### src/rtl/dfifo_pkg.sv
// Package: shared types of the dual byte FIFO.
// Assumes: nothing beyond IEEE 1800-2017.
package dfifo_pkg;

    // Status bundle that every byte queue reports.
    typedef struct packed {
        logic full;
        logic empty;
        logic ready;
        logic ovf;
        logic udf;
    } fifo_flags_t;

endpackage

### src/rtl/dfifo_flush_ctl.sv
// Module: self-clearing flush control.
// A request raises busy for exactly one cycle. That cycle is the clear
// strobe for the queues, after which busy returns to 0 without software.
// Assumes: flush_set is a single-cycle pulse from the register side.
module dfifo_flush_ctl (
    input  logic clk,
    input  logic rst_n,
    input  logic flush_set,
    output logic busy
);

    // Purpose: hold busy for one cycle after a request, then release it.
    always_ff @(posedge clk) begin
        if (!rst_n)      busy <= 1'b0;
        else if (busy)   busy <= 1'b0;
        else if (flush_set) busy <= 1'b1;
    end

    // busy never lasts beyond one cycle.
    a_r10_busy_one_cycle: assert property (@(posedge clk) disable iff (!rst_n)
        busy |=> !busy);

    // a request while idle always raises busy.
    a_r10_busy_follows_req: assert property (@(posedge clk) disable iff (!rst_n)
        (flush_set && !busy) |=> busy);

endmodule

### src/rtl/dfifo_byte_store.sv
// Module: byte-wide circular queue with multi-byte push and pop units.
// The filling side writes IN_BYTES bytes per push and the draining side
// reads OUT_BYTES bytes per pop. Byte 0 of a unit is the oldest.
// full  : no room for another IN_BYTES unit.
// empty : fewer than OUT_BYTES bytes stored.
// ready : free bytes > thr (READY_ON_FREE=1) or stored bytes > thr (=0).
// Overflow and underflow flags are sticky until clear or reset.
// Assumes: DEPTH is a power of two, and IN_BYTES and OUT_BYTES are no
// larger than DEPTH.
module dfifo_byte_store
    import dfifo_pkg::*;
#(
    parameter int DEPTH         = 8,
    parameter int IN_BYTES      = 4,
    parameter int OUT_BYTES     = 1,
    parameter int THR_W         = 3,
    parameter bit READY_ON_FREE = 1'b1
) (
    input  logic                   clk,
    input  logic                   rst_n,
    input  logic                   clear,
    input  logic                   push,
    input  logic [IN_BYTES*8-1:0]  din,
    input  logic                   pop,
    output logic [OUT_BYTES*8-1:0] dout,
    input  logic [THR_W-1:0]       thr,
    output fifo_flags_t            flags
);

    localparam int PTR_W = $clog2(DEPTH);
    localparam int CNT_W = $clog2(DEPTH + 1);
    localparam logic [CNT_W-1:0] FULL_LIM = CNT_W'(DEPTH - IN_BYTES);
    localparam logic [CNT_W-1:0] POP_MIN  = CNT_W'(OUT_BYTES);

    logic [7:0]       mem [DEPTH];
    logic [PTR_W-1:0] wr_ptr;
    logic [PTR_W-1:0] rd_ptr;
    logic [CNT_W-1:0] count;
    logic [CNT_W-1:0] free_bytes;
    logic             full_w;
    logic             empty_w;
    logic             push_ok;
    logic             pop_ok;
    logic             ready_w;
    logic             ovf_q;
    logic             udf_q;

    // Purpose: occupancy conditions seen by both sides.
    always_comb begin
        free_bytes = CNT_W'(DEPTH) - count;
        full_w     = count > FULL_LIM;
        empty_w    = count < POP_MIN;
        push_ok    = push && !full_w;
        pop_ok     = pop && !empty_w;
    end

    // Threshold compares free space or stored bytes, as the parameter picks.
    generate
        if (READY_ON_FREE) begin : g_ready_free
            assign ready_w = free_bytes > CNT_W'(thr);
        end else begin : g_ready_fill
            assign ready_w = count > CNT_W'(thr);
        end
    endgenerate

    // Head unit of the draining side, oldest byte in the low lane.
    generate
        for (genvar j = 0; j < OUT_BYTES; j++) begin : g_out_lane
            assign dout[8*j +: 8] = mem[rd_ptr + PTR_W'(j)];
        end
    endgenerate

    // Purpose: store the bytes of an accepted push unit.
    always_ff @(posedge clk) begin
        if (push_ok && !clear) begin
            for (int i = 0; i < IN_BYTES; i++) begin
                mem[wr_ptr + PTR_W'(i)] <= din[8*i +: 8];
            end
        end
    end

    // Purpose: move pointers and occupancy; flush wins over traffic.
    always_ff @(posedge clk) begin
        if (!rst_n || clear) begin
            wr_ptr <= '0;
            rd_ptr <= '0;
            count  <= '0;
        end else begin
            if (push_ok) wr_ptr <= wr_ptr + PTR_W'(IN_BYTES);
            if (pop_ok)  rd_ptr <= rd_ptr + PTR_W'(OUT_BYTES);
            count <= count + (push_ok ? CNT_W'(IN_BYTES) : '0)
                           - (pop_ok  ? CNT_W'(OUT_BYTES) : '0);
        end
    end

    // Purpose: sticky error flags, set by a rejected access.
    always_ff @(posedge clk) begin
        if (!rst_n || clear) begin
            ovf_q <= 1'b0;
            udf_q <= 1'b0;
        end else begin
            if (push && full_w) ovf_q <= 1'b1;
            if (pop && empty_w) udf_q <= 1'b1;
        end
    end

    assign flags = '{full: full_w, empty: empty_w, ready: ready_w,
                     ovf: ovf_q, udf: udf_q};

    // occupancy never exceeds the store.
    a_r4_count_bound: assert property (@(posedge clk) disable iff (!rst_n)
        count <= CNT_W'(DEPTH));

    // overflow stays set until a flush.
    a_r8_ovf_sticky: assert property (@(posedge clk) disable iff (!rst_n)
        (ovf_q && !clear) |=> ovf_q);

    // a rejected push with no pop leaves the queue still full.
    a_r8_push_full_holds: assert property (@(posedge clk) disable iff (!rst_n)
        (push && full_w && !pop && !clear) |=> (full_w && $stable(wr_ptr)));

    // underflow stays set until a flush.
    a_r9_udf_sticky: assert property (@(posedge clk) disable iff (!rst_n)
        (udf_q && !clear) |=> udf_q);

    // a pop from an empty queue does not move the read side.
    a_r9_pop_empty_holds: assert property (@(posedge clk) disable iff (!rst_n)
        (pop && empty_w && !clear) |=> $stable(rd_ptr));

    // a clear strobe leaves the queue empty with no sticky flags.
    a_r10_clear_empties: assert property (@(posedge clk) disable iff (!rst_n)
        clear |=> (count == '0 && !ovf_q && !udf_q));

endmodule

### src/rtl/dual_byte_fifo.sv
// Module: transmit and receive byte queues between a word-wide register
// side and a byte-wide shift engine, with threshold ready flags, sticky
// error flags and a self-clearing flush.
// Assumes: the register side raises wr_word_valid / rd_word_pop for one
// cycle per word; the shift engine raises tx_byte_pop / rx_byte_push for
// one cycle per byte.
module dual_byte_fifo
    import dfifo_pkg::*;
#(
    parameter int DEPTH      = 8,
    parameter int WORD_BYTES = 4,
    parameter int THR_W      = 3
) (
    input  logic                    clk,
    input  logic                    rst_n,
    input  logic                    flush_set,
    output logic                    flush_busy,
    input  logic                    wr_word_valid,
    input  logic [WORD_BYTES*8-1:0] wr_word,
    input  logic                    rd_word_pop,
    output logic [WORD_BYTES*8-1:0] rd_word,
    input  logic [THR_W-1:0]        tx_thr,
    input  logic [THR_W-1:0]        rx_thr,
    input  logic                    tx_byte_pop,
    output logic [7:0]              tx_byte,
    input  logic                    rx_byte_push,
    input  logic [7:0]              rx_byte,
    output logic                    tx_full,
    output logic                    tx_empty,
    output logic                    tx_ready,
    output logic                    tx_ovf,
    output logic                    tx_udf,
    output logic                    rx_full,
    output logic                    rx_empty,
    output logic                    rx_ready,
    output logic                    rx_ovf,
    output logic                    rx_udf
);

    fifo_flags_t tx_flags;
    fifo_flags_t rx_flags;
    logic        busy;
    logic        tx_push_g;
    logic        tx_pop_g;
    logic        rx_push_g;
    logic        rx_pop_g;

    // Purpose: ignore all queue traffic during the flush cycle.
    always_comb begin
        tx_push_g = wr_word_valid && !busy;
        tx_pop_g  = tx_byte_pop   && !busy;
        rx_push_g = rx_byte_push  && !busy;
        rx_pop_g  = rd_word_pop   && !busy;
    end

    dfifo_flush_ctl u_flush (
        .clk       (clk),
        .rst_n     (rst_n),
        .flush_set (flush_set),
        .busy      (busy)
    );

    dfifo_byte_store #(
        .DEPTH         (DEPTH),
        .IN_BYTES      (WORD_BYTES),
        .OUT_BYTES     (1),
        .THR_W         (THR_W),
        .READY_ON_FREE (1'b1)
    ) u_tx (
        .clk   (clk),
        .rst_n (rst_n),
        .clear (busy),
        .push  (tx_push_g),
        .din   (wr_word),
        .pop   (tx_pop_g),
        .dout  (tx_byte),
        .thr   (tx_thr),
        .flags (tx_flags)
    );

    dfifo_byte_store #(
        .DEPTH         (DEPTH),
        .IN_BYTES      (1),
        .OUT_BYTES     (WORD_BYTES),
        .THR_W         (THR_W),
        .READY_ON_FREE (1'b0)
    ) u_rx (
        .clk   (clk),
        .rst_n (rst_n),
        .clear (busy),
        .push  (rx_push_g),
        .din   (rx_byte),
        .pop   (rx_pop_g),
        .dout  (rd_word),
        .thr   (rx_thr),
        .flags (rx_flags)
    );

    assign flush_busy = busy;
    assign tx_full    = tx_flags.full;
    assign tx_empty   = tx_flags.empty;
    assign tx_ready   = tx_flags.ready;
    assign tx_ovf     = tx_flags.ovf;
    assign tx_udf     = tx_flags.udf;
    assign rx_full    = rx_flags.full;
    assign rx_empty   = rx_flags.empty;
    assign rx_ready   = rx_flags.ready;
    assign rx_ovf     = rx_flags.ovf;
    assign rx_udf     = rx_flags.udf;

    // the transmit queue cannot be full and empty together.
    a_r4_tx_full_empty: assert property (@(posedge clk) disable iff (!rst_n)
        !(tx_full && tx_empty));

    // the receive queue cannot be full and empty together.
    a_r5_rx_full_empty: assert property (@(posedge clk) disable iff (!rst_n)
        !(rx_full && rx_empty));

endmodule

### config.mk
export PLATFORM = sky130hd
export DESIGN_NAME = dual_byte_fifo
export DESIGN_NICKNAME = d
export VERILOG_FILES = /design/src/rtl/dfifo_pkg.sv /design/src/rtl/dfifo_flush_ctl.sv /design/src/rtl/dfifo_byte_store.sv /design/src/rtl/dual_byte_fifo.sv
export SDC_FILE = /design/constraint.sdc
export NUM_CORES = 1
export LEC_CHECK = 0
export BUFFER_PORTS_ARGS = -buffer_cell sky130_fd_sc_hd__buf_2
export CORE_MARGIN = 2
export CORE_UTILIZATION = 45
export CTS_CLUSTER_DIAMETER = 80
export DETAILED_ROUTE_END_ITERATION = 7
export HOLD_SLACK_MARGIN = 0.05
export PLACE_DENSITY = 0.78
export SLEW_MARGIN = 0
export SYNTH_ARGS = -nofsm -noshare
export SYNTH_HDL_FRONTEND = slang
export SYNTH_HIERARCHICAL = 1
export SYNTH_SLANG_ARGS = --single-unit
### constraint.sdc
create_clock -name clk -period 3.7 [get_ports clk]
set_clock_uncertainty 0.05 [all_clocks]
set_input_delay 0.74 -clock clk [delete_from_list [all_inputs] [get_ports clk]]
set_output_delay 0.74 -clock clk [all_outputs]
set_load 0.005 [all_outputs]
==> flow_summary.yaml, run 1 <==
worst_setup_path:
  worst_ep_arrival_time_ps: 2080
  worstPathRequired_ps: 2910
  cp_max_fo: 16
  cp-end-kind: "primary output"
  max_stage_delay_ps: 810
  worstSetupPathType: "register to primary output"
  crit_buf_inv: 1
  r2r_start: "u_tx/count[1]$_SDFF_PP0_"
  cp-start-kind: "register"
  slowest_stage: "dfxtp_1"
  worstPathCellList: "mux4_1 > mux2_2 > buf_2"
  crit_family: "flip-flops"
floorplan:
  ioPinCount: 104
  fp.coreArea_um2: 13770
  rows: 43
  fp.dieH_um: 122.2
  dieArea_um2: 14930
  initial_core_util_pct: 45.65
  chipWidth_um: 122.2
layout:
  finalNonFillerCells: 658
  drive_gt1_share_pct: 40.25
  syn2layout_area_growth_pct: 19.72
  final_nets: 537
hold_path:
  min_from: "u_tx/ovf_q$_SDFFE_PP0P_"
  hold_path_class: "register to register"
synth:
  synth_flop_cell: "edfxtp_1"
  synth_top_cell_area_share_pct: 61.13
  avgSynthCellArea_um2: 17.51
  synth_edf_count: 128
  synthDistinctLibCells: 40
  seq_area_frac_synth_pct: 69.09
  synth_area_um2: 6287
  yosysTopAreaCell: "edfxtp_1"
  synth_top_cells_by_area: "edfxtp_1 61%, dfxtp_1 8.0%, mux2_2 7.2%, mux4_1 6.3%, ha_1 3.8%"
  ys_seq_elements: 153
  synthArstFlopShare_pct: 0
  synth_most_common_cell: "edfxtp_1"
  ys_warn_count: 6
  netlist_top_cells_count: "128 x edfxtp_1, 40 x mux2_2, 25 x dfxtp_1"
  synthCells: 359
  syn-num-nets: 432
grt:
  antenna_found_initial: 1
  grt_usage_pct: 15.34
  met2_usage_pct: 26.08
  grt_pass1_vias: 3350
  busiest_layer: "met2"
  grt_util_met3_pct: 5.478
  grt_overflow_total: 0
  grt_first_pass_wirelength_mm: 16.65
  grt_use_met1_pct: 17.46
  grt_max_degree: 33
drt:
  routed_via_density: 4.967
  ant_nets: 0
  vias: 3268
  drt-pass1-iter-count: 4
  drc_errors: 0
  wl_per_cell_um: 16.65
  drt-initial-drc-count: 125
  routed_wl_mm: 10.96
clock_tree:
  cts_buffers: 17
  clk_latency_ps: 420
  cts_tree: "yes"
  cts_setup_buffers: 0
  htreeDepth: 4
  path_clk_slew_ps: 60
  cts.sinks: 153
  clockBufferDepth: 2
  root_buffer: "clkbuf_16"
  post_cts_resized: 0
  cts-hold-fix-buffers: 0
placement:
  dp.cells: 625
  port-buffer-count: 103
  gp_congestion: 0.7454
  dp_hpwl_mm: 7.506
  pre_cts_slack_ps: 1034
sta:
  max_freq_mhz: 348.0
  setup-violations-final: 0
  worst_slew_pin_slew_ps: 968.1
  fin_crit_ps: 2874
  fin_setup_tns_ps: 0
  finalHoldViolations: 0
  rsz0062_at_grt: "false"
  relSlewSlack_pct: 34.92
  worst_slack_ps: 826.2
  finalCritPeriodShare_pct: 77.67
  slew_viol_final: 0
pwr:
  ir_drop_mv: 0.3954
  p_leak_uw: 0.002795
  pwr_density_cell_nw_per_um2: 603.5
  p_total_uw: 4543
outcome:
  outcome: "complete, no violations"
run:
  cap_violations: 0
## metrics by stage
stage          hold slack, ps  utilization (%)  area, um^2
2_1_floorplan           375.9                -        6297
3_3_place_gp            382.9            50.34        6933
3_5_place_dp            385.8            50.34        6933
4_1_cts                 395.2            54.63        7525
5_1_grt                 443.0            54.63        7525
6_report                392.6            54.65        7527
## worst register-to-register path, cell delays in order (launching register included)
cell	delay, ps
dfxtp_1	310
inv_1	160
ha_1	170
nor3b_1	470
nor2_1	190
ha_1	230
inv_1	60
ha_1	130
inv_1	50
fa_1	380
xnor2_1	180
xnor2_1	130
nor2_1	50
## sequential cells by signal, indices dropped and copies added, names as in the netlist, named ones only
| register | cells |
|---|---|
| u_flush/busy | 1 |
| u_rx/count | 4 |
| u_rx/mem | 64 |
| u_rx/ovf_q | 1 |
| u_rx/rd_ptr | 1 |
| u_rx/udf_q | 1 |
| u_rx/wr_ptr | 3 |
| u_tx/count | 4 |
| u_tx/mem | 64 |
| u_tx/ovf_q | 1 |
| u_tx/rd_ptr | 3 |
| u_tx/udf_q | 1 |
| u_tx/wr_ptr | 1 |
## cell families after synthesis
| family | count (synthesis) | share of synthesized area, % |
|---|---|---|
| flip-flops | 153 | 69.09 |
| multiplexers | 59 | 14.27 |
| AND/OR/NAND/NOR | 58 | 5.572 |
| buffers and inverters | 42 | 3.980 |
| adder cells (fa/ha/maj) | 20 | 4.100 |
| AO/OA/AOI/OAI | 17 | 1.592 |
| XOR/XNOR | 10 | 1.393 |
## cells in the final DEF, fill, tap and decap left out, drive strengths merged
cell	n
a211oi	3
a21oi	5
and2	1
and3b	1
buf	110
bufinv	2
clkbuf	18
clkinv	5
clkinvlp	1
dfxtp	25
diode	1
edfxtp	128
fa	1
ha	19
inv	24
mux2	40
mux2i	3
mux4	16
nand2	7
nand2b	7
nand3	1
nand3b	3
nor2	19
nor2b	7
nor3	4
nor3b	2
nor4	2
nor4b	2
o21ai	8
o31a	1
or3	1
or4	1
xnor2	7
xor2	3
## power by group
part | internal [uW] | switching, uW
sequential | 2010 | 86.8
clock | 1010 | 691
combinational | 375 | 367
total | 3400 | 1140
## final timing paths
| path | end | slack, ps | cells past startpoint |
|---|---|---|---|
| max | tx_byte[1] | 830 | 3 |
| min | u_tx/ovf_q$_SDFFE_PP0P_ | 390 | 2 |
| max reg2reg | u_tx/count[3]$_SDFF_PP0_ | 1020 | 12 |
| min reg2reg | u_tx/ovf_q$_SDFFE_PP0P_ | 390 | 2 |
## cell type report
class | instances | area (um^2)
tap | 180 | 225.2
multi-input combinational | 164 | 1728
sequential | 153 | 4344
antenna | 1 | 2.502
fill | 1117 | 6246
timing repair buffer | 110 | 568.0
inverter | 18 | 67.56
clock buffer | 18 | 429.2
clock inverter | 14 | 162.7
## per-layer routing
| metal | vias up | part of all wire [%] |
|---|---|---|
| met3 | 16 | 5.3 |
| li1 | 1568 | - |
| met4 | 0 | 1.8 |
| met5 | - | 0 |
| met1 | 1593 | 41 |
| met2 | 91 | 52 |
No activity file was read; power rests on OpenSTA's default activity.
==> run 2, diff against run 1 <==
ABC_AREA = 1   (was not set)
PLACE_DENSITY = 0.75   (was 0.78)
clock period = 3 ns   (was 3.7 ns; I/O delays follow)
==> run 2 against run 1 <==
  * Sequential cell count is the same
  * Total power grew 36%
  * Via count grew 30%
  * Register-to-register slack lost 230 ps
  * Clock power grew 30%
  * Cell area grew 5.1%
  * Die area grew 7.2%
  * Count of clock-buffer cells in the layout shrank 1
  * Setup slack lost 390 ps
  * Global-route usage grew 2.1 points
  * Critical path type unchanged
  * Largest power group unchanged
  * Highest routed layer is now met5
==> flow_summary.yaml, run 2 <==
outcome:
  outcome: "complete, no violations"
synth:
  synth_area_um2: 6755
  ys_seq_elements: 153
  synth_most_common_cell: "nand2_1"
  synthArstFlopShare_pct: 0
  ys_warn_count: 6
  seq_area_frac_synth_pct: 64.31
  synth_edf_count: 128
  synthDistinctLibCells: 32
  syn-num-nets: 644
  yosysTopAreaCell: "edfxtp_1"
  netlist_top_cells_count: "173 x nand2_1, 128 x edfxtp_1, 59 x inv_1"
  synth_top_cell_area_share_pct: 56.90
  synthCells: 571
  avgSynthCellArea_um2: 11.83
  synth_top_cells_by_area: "edfxtp_1 57%, nand2_1 9.6%, dfxtp_1 7.4%, mux2_4 4.0%, ha_1 3.5%"
  synth_flop_cell: "edfxtp_1"
hold_path:
  hold_path_class: "input pin to register"
  min_from: "wr_word[24]"
grt:
  grt_overflow_total: 0
  grt_first_pass_wirelength_mm: 21.34
  grt_max_degree: 33
  antenna_found_initial: 4
  grt_usage_pct: 17.47
  grt_pass1_vias: 4437
drt:
  vias: 4238
  routed_via_density: 4.860
  wl_per_cell_um: 15.14
  ant_nets: 0
  drt-initial-drc-count: 228
  routed_wl_mm: 13.20
  drc_errors: 0
  drt-pass1-iter-count: 4
worst_setup_path:
  worstSetupPathType: "register to primary output"
  worstPathRequired_ps: 2350
  cp-end-kind: "primary output"
  crit_path_start: "u_tx/count[1]$_SDFF_PP0_"
  r2r_start: "u_flush/busy$_SDFF_PP0_"
  worst_ep_arrival_time_ps: 1920
  cp-start-kind: "register"
  cp_max_fo: 5
floorplan:
  initial_core_util_pct: 46.30
  fp.dieH_um: 126.5
  fp.coreArea_um2: 14590
  ioPinCount: 104
  dieArea_um2: 16010
  chipWidth_um: 126.5
  rows: 44
clock_tree:
  cts_setup_buffers: 0
  cts_buffers: 17
  root_buffer: "clkbuf_16"
  cts.sinks: 153
  htreeDepth: 4
  cts-hold-fix-buffers: 0
  cts_tree: "yes"
  clockBufferDepth: 2
  path_clk_slew_ps: 60
  post_cts_resized: 0
  clk_latency_ps: 420
sta:
  fin_crit_ps: 2569
  finalCritPeriodShare_pct: 85.62
  rsz0062_at_grt: "false"
  max_freq_mhz: 389.3
  fin_setup_tns_ps: 0
  slew_viol_final: 0
  worst_slew_pin_slew_ps: 722.5
  relSlewSlack_pct: 51.66
  setup-violations-final: 0
  finalHoldViolations: 0
layout:
  register_area_um2: 4344
  n_antenna_cell: 0
  finalNonFillerCells: 872
  final_cell_mix: "173 x nand2_1, 128 x edfxtp_1, 103 x buf_2, 59 x inv_1, 38 x nor2_1"
  syn2layout_area_growth_pct: 17.06
  top_regs: "u_rx/mem x64, u_tx/mem x64"
  final_nets: 748
  nFillCells: 1241
  final_common_cell: "nand2_1"
  multi_input_area_um2: 1894
  drive_gt1_share_pct: 30.23
pwr:
  p_leak_uw: 0.003392
  ir_drop_mv: 0.5584
  pwr_density_cell_nw_per_um2: 783.8
placement:
  dp_hpwl_mm: 9.252
  port-buffer-count: 103
  gp_congestion: 0.8179
  dp.cells: 840
run:
  cap_violations: 0
## run 2: cell types whose count changed after synthesis, moves of 18 or more
cell	previous run	this run
mux2_4	0	18
nand2_2	0	23
inv_1	18	59
mux2_2	40	14
nor2_1	19	39
nand2_1	6	173
## run 2: logic make-up after synthesis
family | share of synthesized area, %
adders and majority gates | 3.816
DFF | 64.31
muxes | 6.335
and+or+nand+nor | 16.48
buffers and inverters | 7.853
xor gates and xnor gates | 0.3890
AOI/OAI and AO/OA | 0.8149
## run 2: stage by stage
| stage | hold slack (ps) | util (%) | worst slack [ps] | cell area (um^2) | total power (uW) |
|---|---|---|---|---|---|
| 2_1_floorplan | 380.4 | - | 271.5 | 6760 | 3758 |
| 3_3_place_gp | 393.8 | 49.98 | 799.2 | 7292 | 3959 |
| 3_5_place_dp | 393.9 | 49.98 | 705.9 | 7292 | 4040 |
| 4_1_cts | 292.2 | 54.20 | 390.5 | 7908 | 6261 |
| 5_1_grt | 295.4 | 54.20 | 269.1 | 7908 | 6532 |
| 6_report | 317.9 | 54.20 | 431.5 | 7908 | 6198 |
## run 2: worst paths after layout
kind | end | slack [ps] | cells past startpoint
worst min-delay path | u_tx/mem[3][0]$_DFFE_PP_ | 320 | 1
worst min register to register | u_tx/udf_q$_SDFFE_PP0P_ | 410 | 2
worst max-delay path | tx_ready | 430 | 10
worst max register to register | u_tx/count[3]$_SDFF_PP0_ | 790 | 11
## run 2: final cells by class
cell class | instances | share of cell area, %
Sequential cell | 153 | 54.94
Multi-Input combinational cell | 329 | 23.96
Timing Repair Buffer | 112 | 7.373
Clock buffer | 17 | 5.380
Inverter | 62 | 3.038
Tap cell | 184 | 2.911
Clock inverter | 15 | 2.405
## run 2: worst max-delay path: stages, from the launching register on
cell,delay (ps)
dfxtp_1,290
inv_1,150
ha_1,270
ha_1,310
inv_1,50
o21bai_1,110
nand2_1,60
nand2_1,60
nand2_1,50
nand2_1,50
buf_2,100
## run 2: metal layers
metal / GRT usage (%) / share of wire [%] / vias to the layer above
li1: - / - / 2080
met1: 20.21 / 41 / 1997
met2: 29.41 / 51 / 124
met3: 5.694 / 5.6 / 29
met4: 8.274 / 1.9 / 8
met5: 0 / 0.42 / -
## run 2: where the power goes
part	total, uW	leakage (uW)	switching (uW)	internal (uW)
registers	2630	0.00137	127	2510
clock network	2210	0.000295	882	1330
logic	1350	0.00173	787	567
total	6200	0.00339	1800	4400
==> run 3, diff against run 2 <==
CELL_PAD_IN_SITES_DETAIL_PLACEMENT = 1   (was not set)
CELL_PAD_IN_SITES_GLOBAL_PLACEMENT = 2   (was not set)
CORE_UTILIZATION = 38   (was 45)
PLACE_DENSITY = 0.89   (was 0.75)
==> run 3 against run 2 <==
  * Worst hold slack got worse by 6.8 ps
  * First-iteration DRC count fell by 31%
  * Non-clock buffer count shrank 1
  * Register-to-register slack hardly changed
  * Utilization down 8.3 points
  * Critical path depth is the same
  * Maximum frequency shrank 1.9%
  * Sequential share of layout area is 0.40 points lower
  * Highest routed layer is now met4
==> flow_summary.yaml, run 3 (synthesized netlist as in run 2, its figures left out) <==
outcome:
  outcome: "complete, no violations"
sta:
  relSlewSlack_pct: 48.25
  max_freq_mhz: 382.0
  slew_viol_final: 0
  fin_crit_ps: 2618
  setup-violations-final: 0
  fin_setup_tns_ps: 0
  finalCritPeriodShare_pct: 87.26
  finalHoldViolations: 0
  worst_slew_pin_slew_ps: 773.3
  rsz0062_at_grt: "false"
clock_tree:
  clk_latency_ps: 430
  cts-hold-fix-buffers: 0
  cts.sinks: 153
  cts_buffers: 17
  root_buffer: "clkbuf_16"
  post_cts_resized: 0
  cts_setup_buffers: 0
  cts_tree: "yes"
  htreeDepth: 4
  clockBufferDepth: 2
  path_clk_slew_ps: 70
grt:
  grt_max_degree: 33
  grt_pass1_vias: 4576
  grt_usage_pct: 16.14
  grt_overflow_total: 0
  grt_first_pass_wirelength_mm: 22.84
  antenna_found_initial: 0
worst_setup_path:
  worst_ep_arrival_time_ps: 1970
  worstPathRequired_ps: 2350
  worstSetupPathType: "register to primary output"
  rrSetupSlack_ps: 790
  cp_max_fo: 5
  cp-start-kind: "register"
  cp-end-kind: "primary output"
drt:
  ant_nets: 0
  routed_via_density: 4.612
  wl_per_cell_um: 15.84
  vias: 4206
  drt-pass1-iter-count: 4
  drt-initial-drc-count: 157
  routed_wl_mm: 14.45
  drc_errors: 0
placement:
  port-buffer-count: 103
  gp_congestion: 0.7409
  dp_hpwl_mm: 10.28
  dp.cells: 880
layout:
  drive_gt1_share_pct: 30.28
  n_antenna_cell: 0
  final_nets: 747
  syn2layout_area_growth_pct: 17.91
  final_common_cell: "nand2_1"
  finalNonFillerCells: 912
  top_regs: "u_rx/mem x64, u_tx/mem x64"
  final_cell_mix: "173 x nand2_1, 128 x edfxtp_1, 103 x buf_2, 59 x inv_1, 38 x nor2_1"
floorplan:
  ioPinCount: 104
  chipWidth_um: 137.3
  rows: 48
  fp.coreArea_um2: 17360
  fp.dieH_um: 137.3
  dieArea_um2: 18860
  initial_core_util_pct: 38.92
hold_path:
  hold_path_class: "input pin to register"
pwr:
  ir_drop_mv: 0.4016
  p_total_uw: 6239
  pwr_density_cell_nw_per_um2: 783.2
  p_leak_uw: 0.003393
run:
  cap_violations: 0
-- run 3: cell types whose count changed in the layout (fill, tap and decap cells not counted), sizes merged --
cell    previous run  this run
buf              112       111
bufinv             3         2
inv               68        69
-- run 3: final timing paths --
check	start	end	cells past startpoint
worst max-delay path	u_tx/count[1]$_SDFF_PP0_	tx_ready	10
worst min-delay path	wr_word[28]	u_tx/mem[3][4]$_DFFE_PP_	1
worst max register to register	u_tx/count[1]$_SDFF_PP0_	u_tx/count[3]$_SDFF_PP0_	10
worst min register to register	u_tx/ovf_q$_SDFFE_PP0P_	u_tx/ovf_q$_SDFFE_PP0P_	2
-- run 3: cell type report --
type,count,area [um^2]
fillers,1892,9392
flip-flops and latches,153,4344
multi-input cells,329,1894
repair buffers,111,575.6
clock buffers,17,425.4
well taps,225,281.5
inverters,62,240.2
clock inverters,15,203.9
-- run 3: critical path, stage by stage (launching register included) --
cell      delay [ps]
dfxtp_1          300
inv_1            180
ha_1             280
ha_1             310
inv_1             50
o21bai_1         120
nand2_1           60
nand2_1           60
nand2_1           50
nand2_1           40
buf_2            100
-- run 3: where the power goes --
group	leakage [uW]	switching [uW]	internal [uW]
sequential	0.00137	134	2510
combinational	0.00172	802	565
clock	0.000301	954	1280
-- run 3: through the flow --
stage | worst slack (ps) | utilization, % | instance area, um^2 | hold WS, ps
2_1_floorplan | 271.5 | - | 6760 | 380.4
3_3_place_gp | 819.1 | 42.27 | 7336 | 399.0
3_5_place_dp | 746.5 | 42.27 | 7336 | 413.4
4_1_cts | 342.5 | 45.89 | 7965 | 287.2
5_1_grt | 225.1 | 45.89 | 7965 | 287.1
6_report | 382.3 | 45.89 | 7965 | 311.1
-- run 3: metal layers --
| metal | up-vias | part of all wire [%] | track usage [%] |
|---|---|---|---|
| met5 | - | 0 | 0 |
| met4 | 0 | 1.5 | 6.300 |
| met3 | 19 | 4.3 | 4.341 |
| met2 | 88 | 51 | 28.77 |
| met1 | 2029 | 43 | 18.36 |
| li1 | 2070 | - | - |
